**config.mk**
```make
export PLATFORM = sky130hd
export DESIGN_NAME = burst_col_gen
export DESIGN_NICKNAME = d
export VERILOG_FILES = /design/src/rtl/colgen_pkg.sv /design/src/rtl/colgen_cfg_decode.sv /design/src/rtl/colgen_addr_form.sv /design/src/rtl/colgen_beat_seq.sv /design/src/rtl/burst_col_gen.sv
export SDC_FILE = /design/constraint.sdc
export NUM_CORES = 1
export LEC_CHECK = 0
export CORE_MARGIN = 2
export CORE_UTILIZATION = 46
export CTS_BUF_LIST = sky130_fd_sc_hd__clkbuf_2
export CTS_CLUSTER_DIAMETER = 80
export DETAILED_ROUTE_END_ITERATION = 7
export PLACE_DENSITY = 0.71
export SYNTH_ARGS = -nofsm -noshare
export SYNTH_HDL_FRONTEND = slang
export SYNTH_SLANG_ARGS = --single-unit
```
**constraint.sdc**
```tcl
create_clock -name clk -period 2.8 [get_ports clk]
set_input_delay 0.42 -clock clk [delete_from_list [all_inputs] [get_ports clk]]
set_output_delay 0.42 -clock clk [all_outputs]
set_load 0.03 [all_outputs]
```
**src/rtl/colgen_pkg.sv**
```systemverilog
package colgen_pkg;
  localparam logic [2:0] LEN_1    = 3'b000;
  localparam logic [2:0] LEN_2    = 3'b001;
  localparam logic [2:0] LEN_4    = 3'b010;
  localparam logic [2:0] LEN_8    = 3'b011;
  localparam logic [2:0] LEN_PAGE = 3'b111;

  typedef struct packed {
    logic       page;   // whole-row sequential burst
    logic [1:0] lg;     // log2 of fixed length
    logic       ilv;    // interleaved ordering
    logic       err;    // configuration not usable
  } burst_cfg_t;
endpackage

```
**src/rtl/colgen_cfg_decode.sv**
```systemverilog
module colgen_cfg_decode
  import colgen_pkg::*;
(
  input  logic [2:0]  len_sel_i,
  input  logic        order_i,
  input  logic        wr_i,
  input  logic        wr_single_i,
  output burst_cfg_t  cfg_o
);
  logic       page_raw;
  logic [1:0] lg_raw;
  logic       bad_code;
  logic       bad_mix;

  always_comb begin
    page_raw = 1'b0;
    lg_raw   = 2'd0;
    bad_code = 1'b0;
    case (len_sel_i)
      LEN_1:    lg_raw = 2'd0;
      LEN_2:    lg_raw = 2'd1;
      LEN_4:    lg_raw = 2'd2;
      LEN_8:    lg_raw = 2'd3;
      LEN_PAGE: page_raw = 1'b1;
      default:  bad_code = 1'b1;
    endcase
    bad_mix = page_raw & order_i;
  end

  always_comb begin
    cfg_o.err  = bad_code | bad_mix;
    cfg_o.page = page_raw & ~bad_mix & ~(wr_i & wr_single_i);
    cfg_o.lg   = (bad_code | (wr_i & wr_single_i)) ? 2'd0 : lg_raw;
    cfg_o.ilv  = order_i & ~page_raw;
  end
endmodule

```
**src/rtl/colgen_addr_form.sv**
```systemverilog
module colgen_addr_form #(
  parameter int COL_W = 10
) (
  input  logic [COL_W-1:0] base_i,
  input  logic [COL_W-1:0] beat_i,
  input  logic [1:0]       lg_i,
  input  logic             page_i,
  input  logic             ilv_i,
  output logic [COL_W-1:0] col_o
);
  localparam int FIX_BITS = 3;

  logic [COL_W-1:0] wrap_mask;
  logic [COL_W-1:0] sum;
  logic [COL_W-1:0] col_seq;
  logic [COL_W-1:0] col_ilv;

  for (genvar b = 0; b < COL_W; b++) begin : g_mask
    if (b < FIX_BITS) begin : g_low
      assign wrap_mask[b] = page_i | (lg_i > 2'(b));
    end else begin : g_high
      assign wrap_mask[b] = page_i;
    end
  end

  always_comb begin
    sum     = base_i + beat_i;
    col_seq = (base_i & ~wrap_mask) | (sum & wrap_mask);
    col_ilv = base_i ^ (beat_i & wrap_mask);
    col_o   = ilv_i ? col_ilv : col_seq;
  end
endmodule

```
**src/rtl/colgen_beat_seq.sv**
```systemverilog
module colgen_beat_seq
  import colgen_pkg::*;
#(
  parameter int COL_W = 10
) (
  input  logic             clk,
  input  logic             rst,
  input  logic             req_i,
  input  logic [COL_W-1:0] req_col_i,
  input  burst_cfg_t       cfg_i,
  input  logic             stop_i,
  input  logic [COL_W-1:0] col_next_i,
  output logic [COL_W-1:0] base_o,
  output logic [COL_W-1:0] beat_next_o,
  output logic [1:0]       lg_o,
  output logic             page_o,
  output logic             ilv_o,
  output logic [COL_W-1:0] col_o,
  output logic             vld_o,
  output logic             last_o,
  output logic             err_o
);
  logic [COL_W-1:0] base_q, beat_q, col_q;
  logic [1:0]       lg_q;
  logic             page_q, ilv_q, vld_q, last_q, err_q;
  logic             advance;
  logic [COL_W-1:0] beat_nxt;
  logic [COL_W-1:0] final_beat;

  always_comb begin
    advance  = vld_q & ~stop_i & (page_q | ~last_q);
    beat_nxt = beat_q + COL_W'(1);
    case (lg_q)
      2'd0:    final_beat = COL_W'(0);
      2'd1:    final_beat = COL_W'(1);
      2'd2:    final_beat = COL_W'(3);
      default: final_beat = COL_W'(7);
    endcase
  end

  always_ff @(posedge clk) begin
    if (rst) begin
      base_q <= '0;
      beat_q <= '0;
      col_q  <= '0;
      lg_q   <= '0;
      page_q <= 1'b0;
      ilv_q  <= 1'b0;
      vld_q  <= 1'b0;
      last_q <= 1'b0;
      err_q  <= 1'b0;
    end else if (req_i) begin
      base_q <= req_col_i;
      beat_q <= '0;
      col_q  <= req_col_i;
      lg_q   <= cfg_i.lg;
      page_q <= cfg_i.page;
      ilv_q  <= cfg_i.ilv;
      err_q  <= cfg_i.err;
      vld_q  <= 1'b1;
      last_q <= ~cfg_i.page & (cfg_i.lg == 2'd0);
    end else if (advance) begin
      beat_q <= beat_nxt;
      col_q  <= col_next_i;
      last_q <= ~page_q & (beat_nxt == final_beat);
    end else if (vld_q) begin
      vld_q  <= 1'b0;
      last_q <= 1'b0;
    end
  end

  assign base_o      = base_q;
  assign beat_next_o = beat_nxt;
  assign lg_o        = lg_q;
  assign page_o      = page_q;
  assign ilv_o       = ilv_q;
  assign col_o       = col_q;
  assign vld_o       = vld_q;
  assign last_o      = last_q;
  assign err_o       = err_q;


  page_no_last_chk: assert property (@(posedge clk) disable iff (rst)
    (vld_q && page_q) |-> !last_q);


  block_upper_hold_chk: assert property (@(posedge clk) disable iff (rst)
    (advance && !req_i && !page_q) |=> col_q[COL_W-1:3] == $past(col_q[COL_W-1:3]));


  fixed_len_bound_chk: assert property (@(posedge clk) disable iff (rst)
    (vld_q && !page_q && !req_i) |-> (beat_q <= final_beat));
endmodule

```
**src/rtl/burst_col_gen.sv**
```systemverilog
module burst_col_gen
  import colgen_pkg::*;
#(
  parameter int COL_W = 10
) (
  input  logic             clk,
  input  logic             rst,
  input  logic             req_i,
  input  logic [COL_W-1:0] req_col_i,
  input  logic [2:0]       len_sel_i,
  input  logic             order_i,
  input  logic             wr_i,
  input  logic             wr_single_i,
  input  logic             stop_i,
  output logic [COL_W-1:0] col_o,
  output logic             beat_vld_o,
  output logic             beat_last_o,
  output logic             cfg_err_o
);
  burst_cfg_t       cfg;
  logic [COL_W-1:0] base, beat_next, col_next;
  logic [1:0]       lg;
  logic             page, ilv;

  colgen_cfg_decode u_dec (
    .len_sel_i   (len_sel_i),
    .order_i     (order_i),
    .wr_i        (wr_i),
    .wr_single_i (wr_single_i),
    .cfg_o       (cfg)
  );

  colgen_addr_form #(.COL_W(COL_W)) u_form (
    .base_i (base),
    .beat_i (beat_next),
    .lg_i   (lg),
    .page_i (page),
    .ilv_i  (ilv),
    .col_o  (col_next)
  );

  colgen_beat_seq #(.COL_W(COL_W)) u_seq (
    .clk         (clk),
    .rst         (rst),
    .req_i       (req_i),
    .req_col_i   (req_col_i),
    .cfg_i       (cfg),
    .stop_i      (stop_i),
    .col_next_i  (col_next),
    .base_o      (base),
    .beat_next_o (beat_next),
    .lg_o        (lg),
    .page_o      (page),
    .ilv_o       (ilv),
    .col_o       (col_o),
    .vld_o       (beat_vld_o),
    .last_o      (beat_last_o),
    .err_o       (cfg_err_o)
  );


  req_loads_start_chk: assert property (@(posedge clk) disable iff (rst)
    req_i |=> (beat_vld_o && col_o == $past(req_col_i)));


  stop_ends_chk: assert property (@(posedge clk) disable iff (rst)
    (beat_vld_o && stop_i && !req_i) |=> (!beat_vld_o && !beat_last_o));


  last_in_burst_chk: assert property (@(posedge clk) disable iff (rst)
    beat_last_o |-> beat_vld_o);


  last_then_idle_chk: assert property (@(posedge clk) disable iff (rst)
    (beat_last_o && !req_i) |=> !beat_vld_o);


  err_single_beat_chk: assert property (@(posedge clk) disable iff (rst)
    (beat_vld_o && cfg_err_o) |-> beat_last_o);
endmodule

```
# After elaboration in Yosys (flattened, before gate mapping)

Index checks and enable logic that the tools add are counted.

Register bits: 37
Output and inout port bits: 13

$add $sub $neg: 2
Magnitude comparators: 3
Equal/unequal tests: 8
Muxes and demuxes: 13
Bitwise operators: 28
Reductions and logical operators: 7

Operator list:

| operator              | count |
|---|---|
| $and 10x10->10        | 3 |
| $mux 10               | 3 |
| $add 10x1->10 const B | 1 |
| $add 10x10->10        | 1 |
| $eq 10x3->1           | 1 |
| $not 10->10           | 1 |
| $or 10x10->10         | 1 |
| $xor 10x10->10        | 1 |
| $and 1x1->1           | 9 |
| $pmux 3 s3            | 1 |
| $mux 1                | 7 |
| $not 1->1             | 7 |
| $eq 3x2->1 const B    | 2 |
| $or 1x1->1            | 6 |
| $pmux 2 s3            | 1 |
| $reduce_or 5->1       | 1 |
| $gt 2x1->1 const B    | 2 |
| $logic_not 2->1       | 2 |
| $eq 3x1->1 const B    | 1 |
| $eq 3x3->1 const B    | 1 |
| $logic_not 3->1       | 1 |
| $reduce_bool 3->1     | 1 |
| $eq 2x1->1 const B    | 1 |
| $eq 2x2->1 const B    | 1 |
| 5 further kinds       | 5 |

# Logic depth before layout (Yosys ltp)

Depth in word-level cells: 9
Depth in mapped cells: 13
Depth with buffers taken out: 12

# By module

A second synthesis with hierarchy kept.

Cells, all modules: 324
Area, all modules: 2544.9 um^2

Modules (own cells, without submodules):

| module            | times used | cells each | area an instance (um^2) | seq. area each (um^2) |
|---|---|---|---|---|
| colgen_beat_seq   | 1          | 202        | 1755.4                  | 740.7 |
| colgen_addr_form  | 1          | 114        | 732.0                   | 0.0 |
| colgen_cfg_decode | 1          | 8          | 57.6                    | 0.0 |

# Least setup slack after synthesis

Ideal clock, no wire load.

Path type: reg-to-reg
Start: register u_seq.beat_q[0]
End: register u_seq.col_q[8] (netlist: u_seq.col_o[8])
Setup time: 0.095 ns
Data arrival time: 2.792 ns
Required time: 2.705 ns
Setup slack: -0.088 ns
Stages on the path, launching flop included: 14
Path buffers: 1
Clock period less this slack: 2.888 ns
Path through: dfxtp_1 > ha_1 > buf_2 > and4_2 > nand2_1 > xor2_1 > inv_1 > ha_1 > a21oi_1 > inv_1 > o311ai_0 > mux2i_1 > o221ai_1 > a221oi_1

Longest elaborated chain between the ends: 7

RTL lines:

| element                | RTL line               | text |
|---|---|---|
| start, declared        | colgen_beat_seq.sv:23  | `logic [COL_W-1:0] base_q, beat_q, col_q;` |
| start signal, assigned | colgen_beat_seq.sv:63  | `beat_q <= beat_nxt;` |
| $add 10x1->10          | colgen_beat_seq.sv:32  | `beat_nxt = beat_q + COL_W'(1);` |
| via beat_next[6]       | burst_col_gen.sv:21    | `logic [COL_W-1:0] base, beat_next, col_next;` |
| $add 10x10->10         | colgen_addr_form.sv:27 | `sum = base_i + beat_i;` |
| $and 10x10->10         | colgen_addr_form.sv:28 | `col_seq = (base_i & ~wrap_mask) \| (sum & wrap_mask);` |
| $or 10x10->10          | colgen_addr_form.sv:28 |  |
| $mux 10                | colgen_addr_form.sv:30 | `col_o = ilv_i ? col_ilv : col_seq;` |
| $mux 10                | colgen_beat_seq.sv:62  | `end else if (advance) begin` |
| $mux 10                | colgen_beat_seq.sv:52  | `end else if (req_i) begin` |
| end signal, assigned   | colgen_beat_seq.sv:55  | `col_q <= req_col_i;` |
| end signal, assigned   | colgen_beat_seq.sv:64  | `col_q <= col_next_i;` |
| end, declared          | colgen_beat_seq.sv:23  |  |

The timed path passes the listed nets, and every way through them passes these cells. The select of a mux whose other input is x is not followed.
A chain may end at the register's enable or synchronous reset.

# Worst setup path in the final report

Start: register u_seq.beat_q[0]
End: register u_seq.col_q[9] (netlist: u_seq.col_o[9])

The elaborated chain is that of the path after synthesis.

==> flow_metrics.tcl <==
set metrics [dict create \
    status "finished clean" \
    top_layer "met4" \
    clk_latency_ns 0.39 \
    min_to "u_seq.err_o$_SDFFE_PP0P_" \
    final-setup-viol-count 0 \
    syn_avg_cell_area_um2 7.68 \
    slew-limit-headroom_pct 65.6 \
    numPortBuffers 32 \
    finalNetCount 396 \
    gp_congestion 0.946 \
    ir_drop_mv 0.189 \
    drt-vias-per-instance 5.64 \
    fillers 499 \
    synth-edff-count 0 \
    ys_ff_latch 37 \
    fp.dieH_um 77.5 \
    synthDistinctLibCells 54 \
    holdPathStages 2 \
    p_leak_uw 0.00121 \
    route.detailed.drc 0 \
    synth_ff_type "dfxtp_1" \
    num_rows 26 \
    pwr_density_cell_nw_per_um2 325 \
    path_clk_slew_ns 0.19 \
    cts_tree "yes" \
    antenna_found_initial 0 \
    cp.arrival_ns 2.95 \
    fin_area_um2 3140 \
    placedCellCount 427 \
    cap_violations 0 \
    hold_violations 0 \
    slew_viol_final 0 \
    clock-root-buffer "clkbuf_2" \
    cts_buffers 5 \
    die_w_um 77.5 \
    min_path_type "reg -> reg" \
    initial_core_util_pct 48.1 \
    htreeDepth 2 \
    grt_usage_pct 21.4 \
    clock.fmax_mhz 378 \
    cp-start-kind "flip-flop" \
    drt_pre_antenna_iters 4 \
    grt_pass1_vias 2185 \
    reg2reg_setup_slack_ns 0.15 \
    worstReg2RegStart "u_seq.beat_q[0]$_SDFFE_PP0P_" \
    clock_path_buffers 2 \
    antenna_cells 0 \
    wl_met2_um 2950 \
    grt_overflow 0 \
    drive_gt1_share_pct 15.9 \
    synth_nets 355 \
    r2r_cells 12 \
    synth-seq-area-share_pct 29.8 \
    antenna_left 0 \
    whs_ns 0.493 \
    cp-end-kind "flip-flop" \
    syn_area_um2 2490 \
    clock_skew_ns 0.0119 \
    wl_per_cell_um 14.5 \
    syn_inst 324 \
    grt_max_degree 29 \
    period_minus_slack_ns 2.65 \
    dp_hpwl_um 4540 \
    wl_met3_um 241 \
    rr_endpoint "u_seq.col_o[9]$_SDFFE_PP0P_" \
    cp_data_required_time_ns 3.10 \
    fin_cells 435 \
    wl_met1_um 2960 \
    vias 2454 \
    ys_warn_count 0 \
    areaGrowthSynthToFinish_pct 26.2 \
    cp_max_fo 6 \
    critical_path_class "reg -> reg" \
    cts_sinks 37 \
    coreArea_um2 5170 \
    pre_cts_ws_ns -0.0437 \
    setup_ws_ns 0.154 \
    tightest_slew_ns 0.516 \
    period_share_pct 94.5 \
    hold_start "u_seq.err_o$_SDFFE_PP0P_" \
    drt_iter0_drc 140 \
    place_area_um2 2960 \
    grt_pass1_wl_um 10400 \
    wl_um 6300 \
    async_reset_ff_share_pct 0 \
    ioPinCount 33 \
    dieArea_um2 6010 \
]
-- per-layer routing --
layer | track usage [%] | vias to the layer above
li1 | - | 1235
met1 | 27.1 | 1156
met2 | 36.8 | 51
met3 | 4.19 | 12
met4 | 6.61 | 0
met5 | 0 | -
-- worst max-delay path by stage --
stage,slack [ns],end,cells after the start,from
final,0.15,u_seq.col_o[9]$_SDFFE_PP0P_,12,u_seq.beat_q[0]$_SDFFE_PP0P_
after global routing,-0.02,u_seq.col_o[8]$_SDFFE_PP0P_,11,u_seq.beat_q[0]$_SDFFE_PP0P_
after CTS,-0.04,u_seq.col_o[8]$_SDFFE_PP0P_,12,u_seq.beat_q[0]$_SDFFE_PP0P_
after detailed placement,-0.04,u_seq.col_o[9]$_SDFFE_PP0P_,10,u_seq.beat_q[3]$_SDFFE_PP0P_
after global placement,0.04,u_seq.col_o[9]$_SDFFE_PP0P_,10,u_seq.beat_q[3]$_SDFFE_PP0P_
after floorplan,0.03,u_seq.col_o[7]$_SDFFE_PP0P_,13,u_seq.beat_q[0]$_SDFFE_PP0P_
-- power breakdown --
group,internal (uW),leakage (uW),total [uW],switching (uW)
combinational,98.5,0.000876,212,114
clock,58.2,0.0000265,235,177
sequential,550,0.000306,573,22.3
total,707,0.00121,1020,313
-- cell usage after synthesis, types with 4 or more instances --
| cell | instances | area share, % |
|---|---|---|
| nand4_1 | 5 | 1.3 |
| a22oi_1 | 4 | 1.2 |
| o21ai_0 | 13 | 2.6 |
| a31oi_1 | 4 | 1.0 |
| xnor2_1 | 12 | 4.2 |
| a221oi_1 | 5 | 1.8 |
| ha_1 | 10 | 5.0 |
| inv_1 | 15 | 2.3 |
| nor3_1 | 8 | 1.6 |
| nand2_1 | 29 | 4.4 |
| a21oi_1 | 31 | 6.2 |
| clkbuf_1 | 12 | 1.8 |
| nor2_1 | 43 | 6.5 |
| mux2i_1 | 9 | 3.6 |
| dfxtp_1 | 37 | 30 |
| o221ai_1 | 6 | 2.1 |
| xor2_1 | 9 | 3.2 |
| nand2b_1 | 8 | 2.0 |
| nand3_1 | 9 | 1.8 |
-- sequential cells by signal (all words and copies together) (netlist names) --
name,flops
u_seq.base_o,10
u_seq.beat_q,10
u_seq.col_o,10
u_seq.err_o,1
u_seq.ilv_o,1
u_seq.last_o,1
u_seq.lg_o,2
u_seq.page_o,1
u_seq.vld_o,1
-- through the flow --
step,TNS (ns),total power (uW),util (%)
2_1_floorplan,0,702,-
3_3_place_gp,0,787,57.2
3_5_place_dp,-0.0437,790,57.2
4_1_cts,-0.0686,1020,58.0
5_1_grt,-0.0222,1080,60.7
6_report,0,1020,60.7
-- cells by family after synthesis --
group	Yosys count	share of synthesized area (%)
mux	11	4.53
buf+inv	35	6.14
compound gates	89	23.3
simple gates	120	23.0
fa+ha+maj	11	5.84
flops	37	29.8
xor+xnor	21	7.39
-- layout make-up --
class | count | area (um^2) | share of cell area (%)
Clock buffer | 6 | 30.0 | 0.957
Clock inverter | 1 | 3.75 | 0.120
Inverter | 15 | 56.3 | 1.79
Multi-Input combinational cell | 252 | 1730 | 55.1
Sequential cell | 37 | 747 | 23.8
Tap cell | 70 | 87.6 | 2.79
Timing Repair Buffer | 54 | 485 | 15.5
-- placed cells by master, fill, tap and decap left out, types with 6 or more instances in the layout --
| cell | instances |
|---|---|
| mux2i_1 | 9 |
| o221ai_1 | 6 |
| clkdlybuf4s50_1 | 32 |
| xnor2_1 | 11 |
| nor2_1 | 42 |
| inv_1 | 14 |
| dfxtp_1 | 32 |
| nand2_1 | 28 |
| a21oi_1 | 29 |
| o21ai_0 | 9 |
| buf_4 | 22 |
| nor3_1 | 7 |
| clkbuf_2 | 6 |
| nand3_1 | 8 |
| nand2b_1 | 8 |
-- critical path, cell delays in order (launching register included) --
cell,delay (ns)
dfxtp_2,0.37
buf_4,0.14
nand4_2,0.10
or2_1,0.28
xor2_2,0.25
inv_2,0.08
ha_4,0.29
nand2_1,0.09
nor2_1,0.12
nand3_1,0.13
a311oi_2,0.35
o21bai_1,0.10
a211o_1,0.26
-- repair_timing --
item | 4_1_cts | 5_1_grt
buffers inserted | 0 | 1
pin swaps | 0 | 10
resized for setup | 2 | 28
hold buffers | 0 | 0
endpoints found under the setup margin | 3 | 3
(Power assumes the default switching activity.)
